$ cat config.mk
export PLATFORM = sky130hd
export DESIGN_NAME = can_mode_ctrl
export DESIGN_NICKNAME = d
export VERILOG_FILES = /design/src/rtl/can_mode_pkg.sv /design/src/rtl/can_mode_regs.sv /design/src/rtl/can_mode_fsm.sv /design/src/rtl/can_mode_ctrl.sv
export SDC_FILE = /design/constraint.sdc
export NUM_CORES = 1
export LEC_CHECK = 0
export BUFFER_PORTS_ARGS = -buffer_cell sky130_fd_sc_hd__buf_2
export CAP_MARGIN = 30
export CELL_PAD_IN_SITES_DETAIL_PLACEMENT = 0
export CELL_PAD_IN_SITES_GLOBAL_PLACEMENT = 1
export CORE_MARGIN = 10
export CORE_UTILIZATION = 30
export DETAILED_ROUTE_END_ITERATION = 12
export PLACE_DENSITY_LB_ADDON = 0.1
export SKIP_LAST_GASP = 1
export SLEW_MARGIN = 30
export SYNTH_ARGS = -nofsm -noshare
export SYNTH_HDL_FRONTEND = slang
export SYNTH_HIERARCHICAL = 1
export SYNTH_SLANG_ARGS = --single-unit
$ cat constraint.sdc
create_clock -name clk -period 2 [get_ports clk]
set_input_delay 0.3 -clock clk [delete_from_list [all_inputs] [get_ports clk]]
set_output_delay 0.3 -clock clk [all_outputs]
set_load 0.02 [all_outputs]
$ cat src/rtl/can_mode_pkg.sv
package can_mode_pkg;

  typedef enum logic [1:0] {
    OM_OPER  = 2'd0,
    OM_RESET = 2'd1,
    OM_HALT  = 2'd2,
    OM_SLEEP = 2'd3
  } opmode_e;

  // mode field request codes (control bits 9:8)
  localparam logic [1:0] MF_OPER  = 2'b00;
  localparam logic [1:0] MF_RESET = 2'b01;
  localparam logic [1:0] MF_HALT  = 2'b10;
  localparam logic [1:0] MF_FORCE = 2'b11;

  // recovery field value that halts on bus-off (control bits 12:11)
  localparam logic [1:0] REC_AUTO_HALT = 2'b01;

  typedef struct packed {
    logic [2:0] rsv_hi;
    logic [1:0] recov;
    logic       sleep;
    logic [1:0] mode;
    logic [3:0] rsv_mid;
    logic       ovr_mode;
    logic [1:0] id_fmt;
    logic       fifo_mb;
  } ctl_t;

  localparam logic [15:0] CTL_RST_VAL  = 16'h0500;
  localparam logic [15:0] MSK_MODE     = 16'h0300;
  localparam logic [15:0] MSK_SLEEP    = 16'h0400;
  localparam logic [15:0] MSK_LOCKED   = 16'h180F;

  localparam int STAT_W = 16;

  function automatic opmode_e mode_goal(input logic [1:0] f);
    case (f)
      MF_OPER: mode_goal = OM_OPER;
      MF_HALT: mode_goal = OM_HALT;
      default: mode_goal = OM_RESET;
    endcase
  endfunction

endpackage

$ cat src/rtl/can_mode_regs.sv
module can_mode_regs
  import can_mode_pkg::*;
#(
  parameter int CFG_W = 24
) (
  input  logic             clk,
  input  logic             rst_n,
  input  logic             ctl_wr_en,
  input  logic [15:0]      ctl_wr_data,
  input  logic             cfg_wr_en,
  input  logic [CFG_W-1:0] cfg_wr_data,
  input  opmode_e          cur_mode,
  input  logic             auto_halt,
  output ctl_t             ctl,
  output logic [CFG_W-1:0] cfg_q
);

  logic [15:0]      ctl_q, ctl_d, wr_mask, wr_eff;
  logic             ctl_en, cfg_en, sleep_ok, unlocked;
  logic [CFG_W-1:0] cfg_d;

  always_comb begin
    unlocked = (cur_mode == OM_RESET);
    sleep_ok = (cur_mode != OM_OPER);
    wr_mask  = MSK_MODE | MSK_SLEEP | (unlocked ? MSK_LOCKED : 16'h0000);
    wr_eff   = ctl_wr_data & ~(sleep_ok ? 16'h0000 : MSK_SLEEP);
    ctl_d    = ctl_q;
    if (ctl_wr_en) ctl_d = (ctl_q & ~wr_mask) | (wr_eff & wr_mask);
    if (auto_halt) ctl_d[9:8] = MF_HALT;
    ctl_en   = ctl_wr_en | auto_halt;
    cfg_en   = cfg_wr_en & unlocked;
    cfg_d    = cfg_wr_data;
  end

  always_ff @(posedge clk or negedge rst_n) begin
    if (!rst_n)      ctl_q <= CTL_RST_VAL;
    else if (ctl_en) ctl_q <= ctl_d;
  end

  always_ff @(posedge clk or negedge rst_n) begin
    if (!rst_n)      cfg_q <= '0;
    else if (cfg_en) cfg_q <= cfg_d;
  end

  assign ctl = ctl_t'(ctl_q);

  AST_CFG_LOCKED: assert property (@(posedge clk) disable iff (!rst_n)
    (cfg_wr_en && cur_mode != OM_RESET) |=> $stable(cfg_q));

  AST_SLEEP_DROPPED: assert property (@(posedge clk) disable iff (!rst_n)
    (ctl_wr_en && cur_mode == OM_OPER) |=> !ctl_q[10]);

endmodule

$ cat src/rtl/can_mode_fsm.sv
module can_mode_fsm
  import can_mode_pkg::*;
#(
  parameter int FORCE_DLY = 2,
  parameter int OPER_DLY  = 4
) (
  input  logic       clk,
  input  logic       rst_n,
  input  logic [1:0] mode_req,
  input  logic       sleep_req,
  input  logic [1:0] recov,
  input  logic       wr_seen,
  input  logic       bus_idle,
  input  logic       bus_off,
  output opmode_e    cur_mode,
  output logic       auto_halt
);

  localparam int MAXD = (FORCE_DLY > OPER_DLY) ? FORCE_DLY : OPER_DLY;
  localparam int CW   = $clog2(MAXD + 1);

  opmode_e       cur_q, cur_d, goal;
  logic [CW-1:0] cnt_q, cnt_d, lim;
  logic          timed, cnt_en, is_oper;

  always_comb begin
    goal      = mode_goal(mode_req);
    auto_halt = (cur_q == OM_OPER) && bus_off && (recov == REC_AUTO_HALT);
    timed     = (mode_req == MF_FORCE) || (mode_req == MF_OPER);
    lim       = (mode_req == MF_FORCE) ? CW'(FORCE_DLY - 1) : CW'(OPER_DLY - 1);
    cur_d     = cur_q;
    cnt_d     = '0;
    if (cur_q == OM_SLEEP) begin
      if (!sleep_req) cur_d = OM_RESET;
    end else if (auto_halt) begin
      cur_d = OM_HALT;
    end else if (sleep_req && cur_q != OM_OPER) begin
      cur_d = OM_SLEEP;
    end else if (goal != cur_q) begin
      if (timed) begin
        if (cnt_q == lim) cur_d = goal;
        else              cnt_d = cnt_q + 1'b1;
      end else if (bus_idle) begin
        cur_d = goal;
      end
    end
    if (wr_seen) cnt_d = '0;
    cnt_en = wr_seen | (cnt_d != cnt_q);
  end

  always_ff @(posedge clk or negedge rst_n) begin
    if (!rst_n) cur_q <= OM_SLEEP;
    else        cur_q <= cur_d;
  end

  always_ff @(posedge clk or negedge rst_n) begin
    if (!rst_n)      cnt_q <= '0;
    else if (cnt_en) cnt_q <= cnt_d;
  end

  assign cur_mode = cur_q;
  assign is_oper  = (cur_q == OM_OPER);

  AST_IDLE_WAIT: assert property (@(posedge clk) disable iff (!rst_n)
    (cur_q == OM_OPER && !bus_idle && !auto_halt &&
     (mode_req == MF_RESET || mode_req == MF_HALT)) |=> cur_q == OM_OPER);

  AST_NO_SLEEP_FROM_OPER: assert property (@(posedge clk) disable iff (!rst_n)
    (cur_q == OM_OPER) |=> cur_q != OM_SLEEP);

  AST_OPER_ON_REQUEST: assert property (@(posedge clk) disable iff (!rst_n)
    $rose(is_oper) |-> $past(mode_req) == MF_OPER);

endmodule

$ cat src/rtl/can_mode_ctrl.sv
module can_mode_ctrl
  import can_mode_pkg::*;
#(
  parameter int CFG_W     = 24,
  parameter int FORCE_DLY = 2,
  parameter int OPER_DLY  = 4
) (
  input  logic             clk,
  input  logic             rst_n,
  input  logic             ctl_wr_en,
  input  logic [15:0]      ctl_wr_data,
  input  logic             cfg_wr_en,
  input  logic [CFG_W-1:0] cfg_wr_data,
  input  logic             bus_idle,
  input  logic             bus_off,
  output logic [15:0]      ctl_q,
  output logic [STAT_W-1:0] stat_q,
  output logic [CFG_W-1:0] cfg_q,
  output logic             mode_sleep,
  output logic             mode_reset,
  output logic             mode_halt,
  output logic             mode_oper
);

  ctl_t    ctl;
  opmode_e cur_mode;
  logic    auto_halt;

  can_mode_regs #(.CFG_W(CFG_W)) u_regs (
    .clk         (clk),
    .rst_n       (rst_n),
    .ctl_wr_en   (ctl_wr_en),
    .ctl_wr_data (ctl_wr_data),
    .cfg_wr_en   (cfg_wr_en),
    .cfg_wr_data (cfg_wr_data),
    .cur_mode    (cur_mode),
    .auto_halt   (auto_halt),
    .ctl         (ctl),
    .cfg_q       (cfg_q)
  );

  can_mode_fsm #(.FORCE_DLY(FORCE_DLY), .OPER_DLY(OPER_DLY)) u_fsm (
    .clk       (clk),
    .rst_n     (rst_n),
    .mode_req  (ctl.mode),
    .sleep_req (ctl.sleep),
    .recov     (ctl.recov),
    .wr_seen   (ctl_wr_en),
    .bus_idle  (bus_idle),
    .bus_off   (bus_off),
    .cur_mode  (cur_mode),
    .auto_halt (auto_halt)
  );

  always_comb begin
    mode_sleep = (cur_mode == OM_SLEEP);
    mode_reset = (cur_mode == OM_RESET);
    mode_halt  = (cur_mode == OM_HALT);
    mode_oper  = (cur_mode == OM_OPER);
    stat_q     = '0;
    stat_q[8]  = mode_reset;
    stat_q[9]  = mode_halt;
    stat_q[10] = mode_sleep;
    ctl_q      = ctl;
  end

  AST_BUSOFF_HALT: assert property (@(posedge clk) disable iff (!rst_n)
    (mode_oper && bus_off && ctl.recov == REC_AUTO_HALT) |=> mode_halt);

  AST_BUSOFF_IGNORED: assert property (@(posedge clk) disable iff (!rst_n)
    (mode_oper && bus_off && ctl.recov != REC_AUTO_HALT && !ctl_wr_en &&
     ctl.mode == MF_OPER) |=> mode_oper);

endmodule

Word level (Yosys, flattened, before mapping)
Cells that the tools add are included.
- bits in registers: 45
- bits of input ports: 46
- add/sub/neg operators: 1
- equality and inequality tests: 11
- muxes and demuxes: 21
- bitwise gates (word level): 9
- reduce and logical (&&, ||, !) cells: 13
- operator list (kind ; count):
    AND 16 bit ; 3
    NOT 16 bit ; 2
    2-to-1 mux 3 bit ; 7
    2-to-1 mux 2 bit ; 10
    bitwise OR 16 bit ; 1
    2-to-1 mux 13 bit ; 1
    2-to-1 mux 11 bit ; 1
    2-to-1 mux 10 bit ; 1
    equality test 2 bit, second input constant ; 4
    inequality test 5 bit, second input constant ; 1
    nonzero test 5 bit ; 1
    equality test 2 x 1 -> 1 bit, second input constant ; 2
    zero test 2 bit ; 2
    one-hot mux 2 bit (2 select lines) ; 1
    AND reduction 2 bit ; 2
    AND reduction 4 bit ; 1
    nonzero test 2 bit ; 2
    nonzero test 4 bit ; 1
    adder 3 x 1 -> 3 bit, second input constant ; 1
    equality test 3 bit ; 1
    logical AND 1 bit ; 3
    inequality test 3 bit ; 1
    inequality test 2 bit ; 1
    inequality test 2 bit, second input constant ; 1
    3 further kinds ; 4

Longest topological paths before layout
- depth in word-level cells: 12
- depth in mapped cells: 6

Modules after synthesis
The synthesis kept the hierarchy.
- modules (own cells, without submodules) (module ; instances ; cells an instance ; area each (um^2)):
    can_mode_regs ; 1 ; 82 ; 1396.3
    can_mode_fsm ; 1 ; 45 ; 409.1
    can_mode_ctrl ; 1 ; 21 ; 150.1

Worst setup path after synthesis
Ideal clock, no wire load.
- path type: reg-to-reg
- start: register u_regs.ctl_q[8] (netlist: u_regs/ctl[8])
- end: register u_fsm.cur_q[1] (netlist: u_fsm/cur_mode[1])
- library setup time: 0.083 ns
- arrival: 1.776 ns
- path slack: 0.141 ns
- cell stages (with the launch flop): 7
- path buffers: 0
- cells stage by stage: dfstp_2 > inv_1 > ha_1 > nand2b_1 > o31a_1 > o22a_1 > o32a_1
- cells in the longest elaborated chain, start to end: 8
- elaborated cells between the ends (all ways): 19
- ends and longest elaborated chain (item ; RTL line ; source):
    start: declaration ; can_mode_regs.sv:18 ; logic [15:0] ctl_q, ctl_d, wr_mask, wr_eff;
    start signal: assignment ; can_mode_regs.sv:37 ; else if (ctl_en) ctl_q <= ctl_d;
    equality test 2 bit or zero test 2 bit (tied branches) ; can_mode_pkg.sv:38, can_mode_fsm.sv:29 ;
    one-hot mux 2 bit (2 select lines) ; can_mode_pkg.sv:38 ; case (f)
    2-to-1 mux 2 bit, on equally long branches ; can_mode_fsm.sv:43, can_mode_fsm.sv:41 ;
    2-to-1 mux 2 bit ; can_mode_fsm.sv:40 ; if (timed) begin
    2-to-1 mux 2 bit ; can_mode_fsm.sv:39 ; end else if (goal != cur_q) begin
    2-to-1 mux 2 bit ; can_mode_fsm.sv:37 ; end else if (sleep_req && cur_q != OM_OPER) begin
    2-to-1 mux 2 bit ; can_mode_fsm.sv:35 ; end else if (auto_halt) begin
    2-to-1 mux 2 bit ; can_mode_fsm.sv:33 ; if (cur_q == OM_SLEEP) begin
    end signal: assignment ; can_mode_fsm.sv:53 ; else cur_q <= cur_d;
    end: declaration ; can_mode_fsm.sv:22 ; opmode_e cur_q, cur_d, goal;
Parallel ways exist; a longest one is shown, timed or not. The select of a mux whose other input is x is not followed.
A chain may end at the register's enable or synchronous reset.

Final worst setup path
- start: register u_regs.ctl_q[8] (netlist: u_regs/ctl[8])
- end: register u_fsm.cur_q[0] (netlist: u_fsm/cur_mode[0])
Same word-level chain as after synthesis.

==> results.txt <==
Fraction of layout cells with a size suffix above 1: 0.553
I/O pin cnt: 106
Non-filler cells, final: 303
Highest-count cells in the layout ignoring fill and taps: buf_2, dfrtp_1, conb_1, mux2_4, mux2_2
Worst Path Arrival: 2.11 ns
1st-iter DRT viols: 37
Final ANT Viol Nets: 0
Total vias in the final route: 1307
Drt pass-1 iters: 4
Die Wd: 101 um
Critical-path cell list: inv_1, ha_1, nand2b_1, o31a_1, nor4b_1, o22ai_1
Hold Path Class: input port to asynchronous set/reset pin
Worst-Skew Late Latency: 0.28 ns
Worst EP required: 2.20 ns
Number of hold buffers added after CTS: 0
Final Max Slew Viols: 0
Antenna violations before repair: 0
Total Power: 0.00377 W
Post-Synthesis Cells: 148
Std cell rows: 29
Crit share post-route: 0.956
H-tree levels: 2
Final Hold Viols: 0
Clock Tree Root: clkbuf_8
Post-CTS Setup Bufs: 0
Num CTS Buffers: 5
First-pass GRT wire length: 7.36 mm
Global Route Usage Sum: 0.0921
ANT cells: 0
Critical Path Start: u_regs/ctl[8]
Gpl congestion: 0.780
Seq/Total Area, Yosys: 0.489
Clk buf depth: 2
Largest net degree at the start of global routing: 39
Final core utilization: 0.377
Kind of cell adding the most delay to the critical path: flip-flops
Resized Gates After CTS: 0
Slowest-stage cell, CP: dfstp_2
Synthesized area: 1960 um^2
Crit path depth: 6
Final setup vio count: 0
Worst VDD drop: 0.000727 V
Setup TNS: 0 ns
Core Area: 6350 um^2
Die span in y: 101 um
Maximum capacitance violations: 0
Most common cell after layout, fill and taps aside: buf_2
Worst r2r src: u_regs/ctl[8]
P&R area growth vs syn: 22.5%
Vias in the first global route: 1420
PD cells: 1570 nW/um^2
Final clock skew: 0.00538 ns
Buf/Inv on CP: 1
Post-route DRC: 0
Fillers: 628
Synth cell types: 38
Fmax: 523 MHz
Total grt overflow: 0
I/O Buffers: 78
Slack of the worst reg-to-reg path: 0.09 ns
CP Launch Type: flip-flop
Hold WS: 0.0588 ns
Worst r2r path cells: 6
Detailed Route WL: 4.77 mm
Initial core utilization: 0.308
CP endpoint: u_fsm/cur_mode[0]
Number of synthesized register bits: 38
Reg2reg end: u_fsm/cur_mode[0]
P_leak: 1.25 nW
Unrepaired setup endpoints after global routing: false
Worst-path clk slew: 0.07 ns
Final nets: 275
Yosys warns: 6
Largest stage delay, worst path: 0.56 ns
Final HPWL DP: 3.76 mm
Routed length per instance: 15.7 um
Setup crit end kind: flip-flop
Status: finished clean
Inst Count DP: 295
Die Area: 10100 um^2
Critical path fanouts, max: 4
Sink Count: 38
Period minus WS final: 1.91 ns
Vias per Instance: 4.31
Crit path kind: flip-flop to flip-flop
Mean Syn Cell Area: 13.2 um^2
TritonCTS clock tree: yes
## report_power, final
group / internal, W / leakage (nW) / switching (W)
Combinational: 0.000858 / 0.765 / 0.000999
Sequential: 0.00114 / 0.447 / 0.000271
Clock: 0.000247 / 0.0385 / 0.000253
## metal layers
layer	vias up	GRT usage	wire, um
met1	616	0.103	1910
li1	619	-	-
met3	2	0.0453	548
met4	0	0.0326	8
met2	70	0.148	2300
met5	-	0	0
## worst min-delay path by stage
stage                                            end  cells after the start  start
after floorplan                       u_fsm/cnt_q[0]                      0  rst_n
after global placement    asynchronous set/reset pin                      2  rst_n
final                               u_regs/cfg_q[22]                      2  rst_n
after global routing                u_regs/cfg_q[22]                      2  rst_n
after CTS                           u_regs/cfg_q[22]                      2  rst_n
after detailed placement            u_regs/cfg_q[22]                      2  rst_n
## Yosys cell counts (all sizes together)
library cell | count | area (um^2)
dfrtp | 34 | 851
mux2 | 30 | 413
buf | 26 | 200
nor2 | 7 | 26.3
dfstp | 4 | 105
ha | 4 | 50.1
inv | 4 | 15.0
nand2 | 3 | 11.3
nor3 | 3 | 15.0
nor4b | 3 | 32.5
a21oi | 2 | 10.0
and2 | 2 | 13.8
conb | 2 | 7.51
nand3b | 2 | 31.3
nor2b | 2 | 12.5
nor3b | 2 | 20.0
o211ai | 2 | 15.0
o21ai | 2 | 10.0
xnor2 | 2 | 17.5
a211o | 1 | 8.76
a22oi | 1 | 7.51
a311o | 1 | 10.0
and2b | 1 | 8.76
clkbuf | 1 | 5.00
mux2i | 1 | 10.0
nand2b | 1 | 6.26
o22a | 1 | 8.76
o22ai | 1 | 6.26
o31a | 1 | 8.76
o32a | 1 | 10.0
xor2 | 1 | 8.76
## cell type report
class | instances | area, um^2 | area share
Sequential cell | 38 | 956 | 0.399
Multi-Input combinational cell | 97 | 847 | 0.354
Timing Repair Buffer | 79 | 398 | 0.166
Tap cell | 77 | 96.3 | 0.0402
Clock buffer | 7 | 76.3 | 0.0319
Inverter | 4 | 15.0 | 0.00627
Clock inverter | 1 | 7.51 | 0.00313
## cells by family after synthesis
logic type / Yosys count / share of synthesized area
muxes: 31 / 0.216
DFF: 38 / 0.489
buffers and inverters: 31 / 0.113
AOI/OAI and AO/OA: 13 / 0.0486
and+or+nand+nor: 26 / 0.0909
adders and majority gates: 4 / 0.0256
xor gates and xnor gates: 3 / 0.0134
other: 2 / 0.00384
## through the flow
step,setup WS (ns),area [um^2]
after floorplan,0.141,2020
after global placement,0.144,2310
after detailed placement,0.141,2310
after CTS,0.122,2400
after global routing,0.0449,2400
final,0.0876,2400
Note: power is estimated with default switching activity, not from simulation.
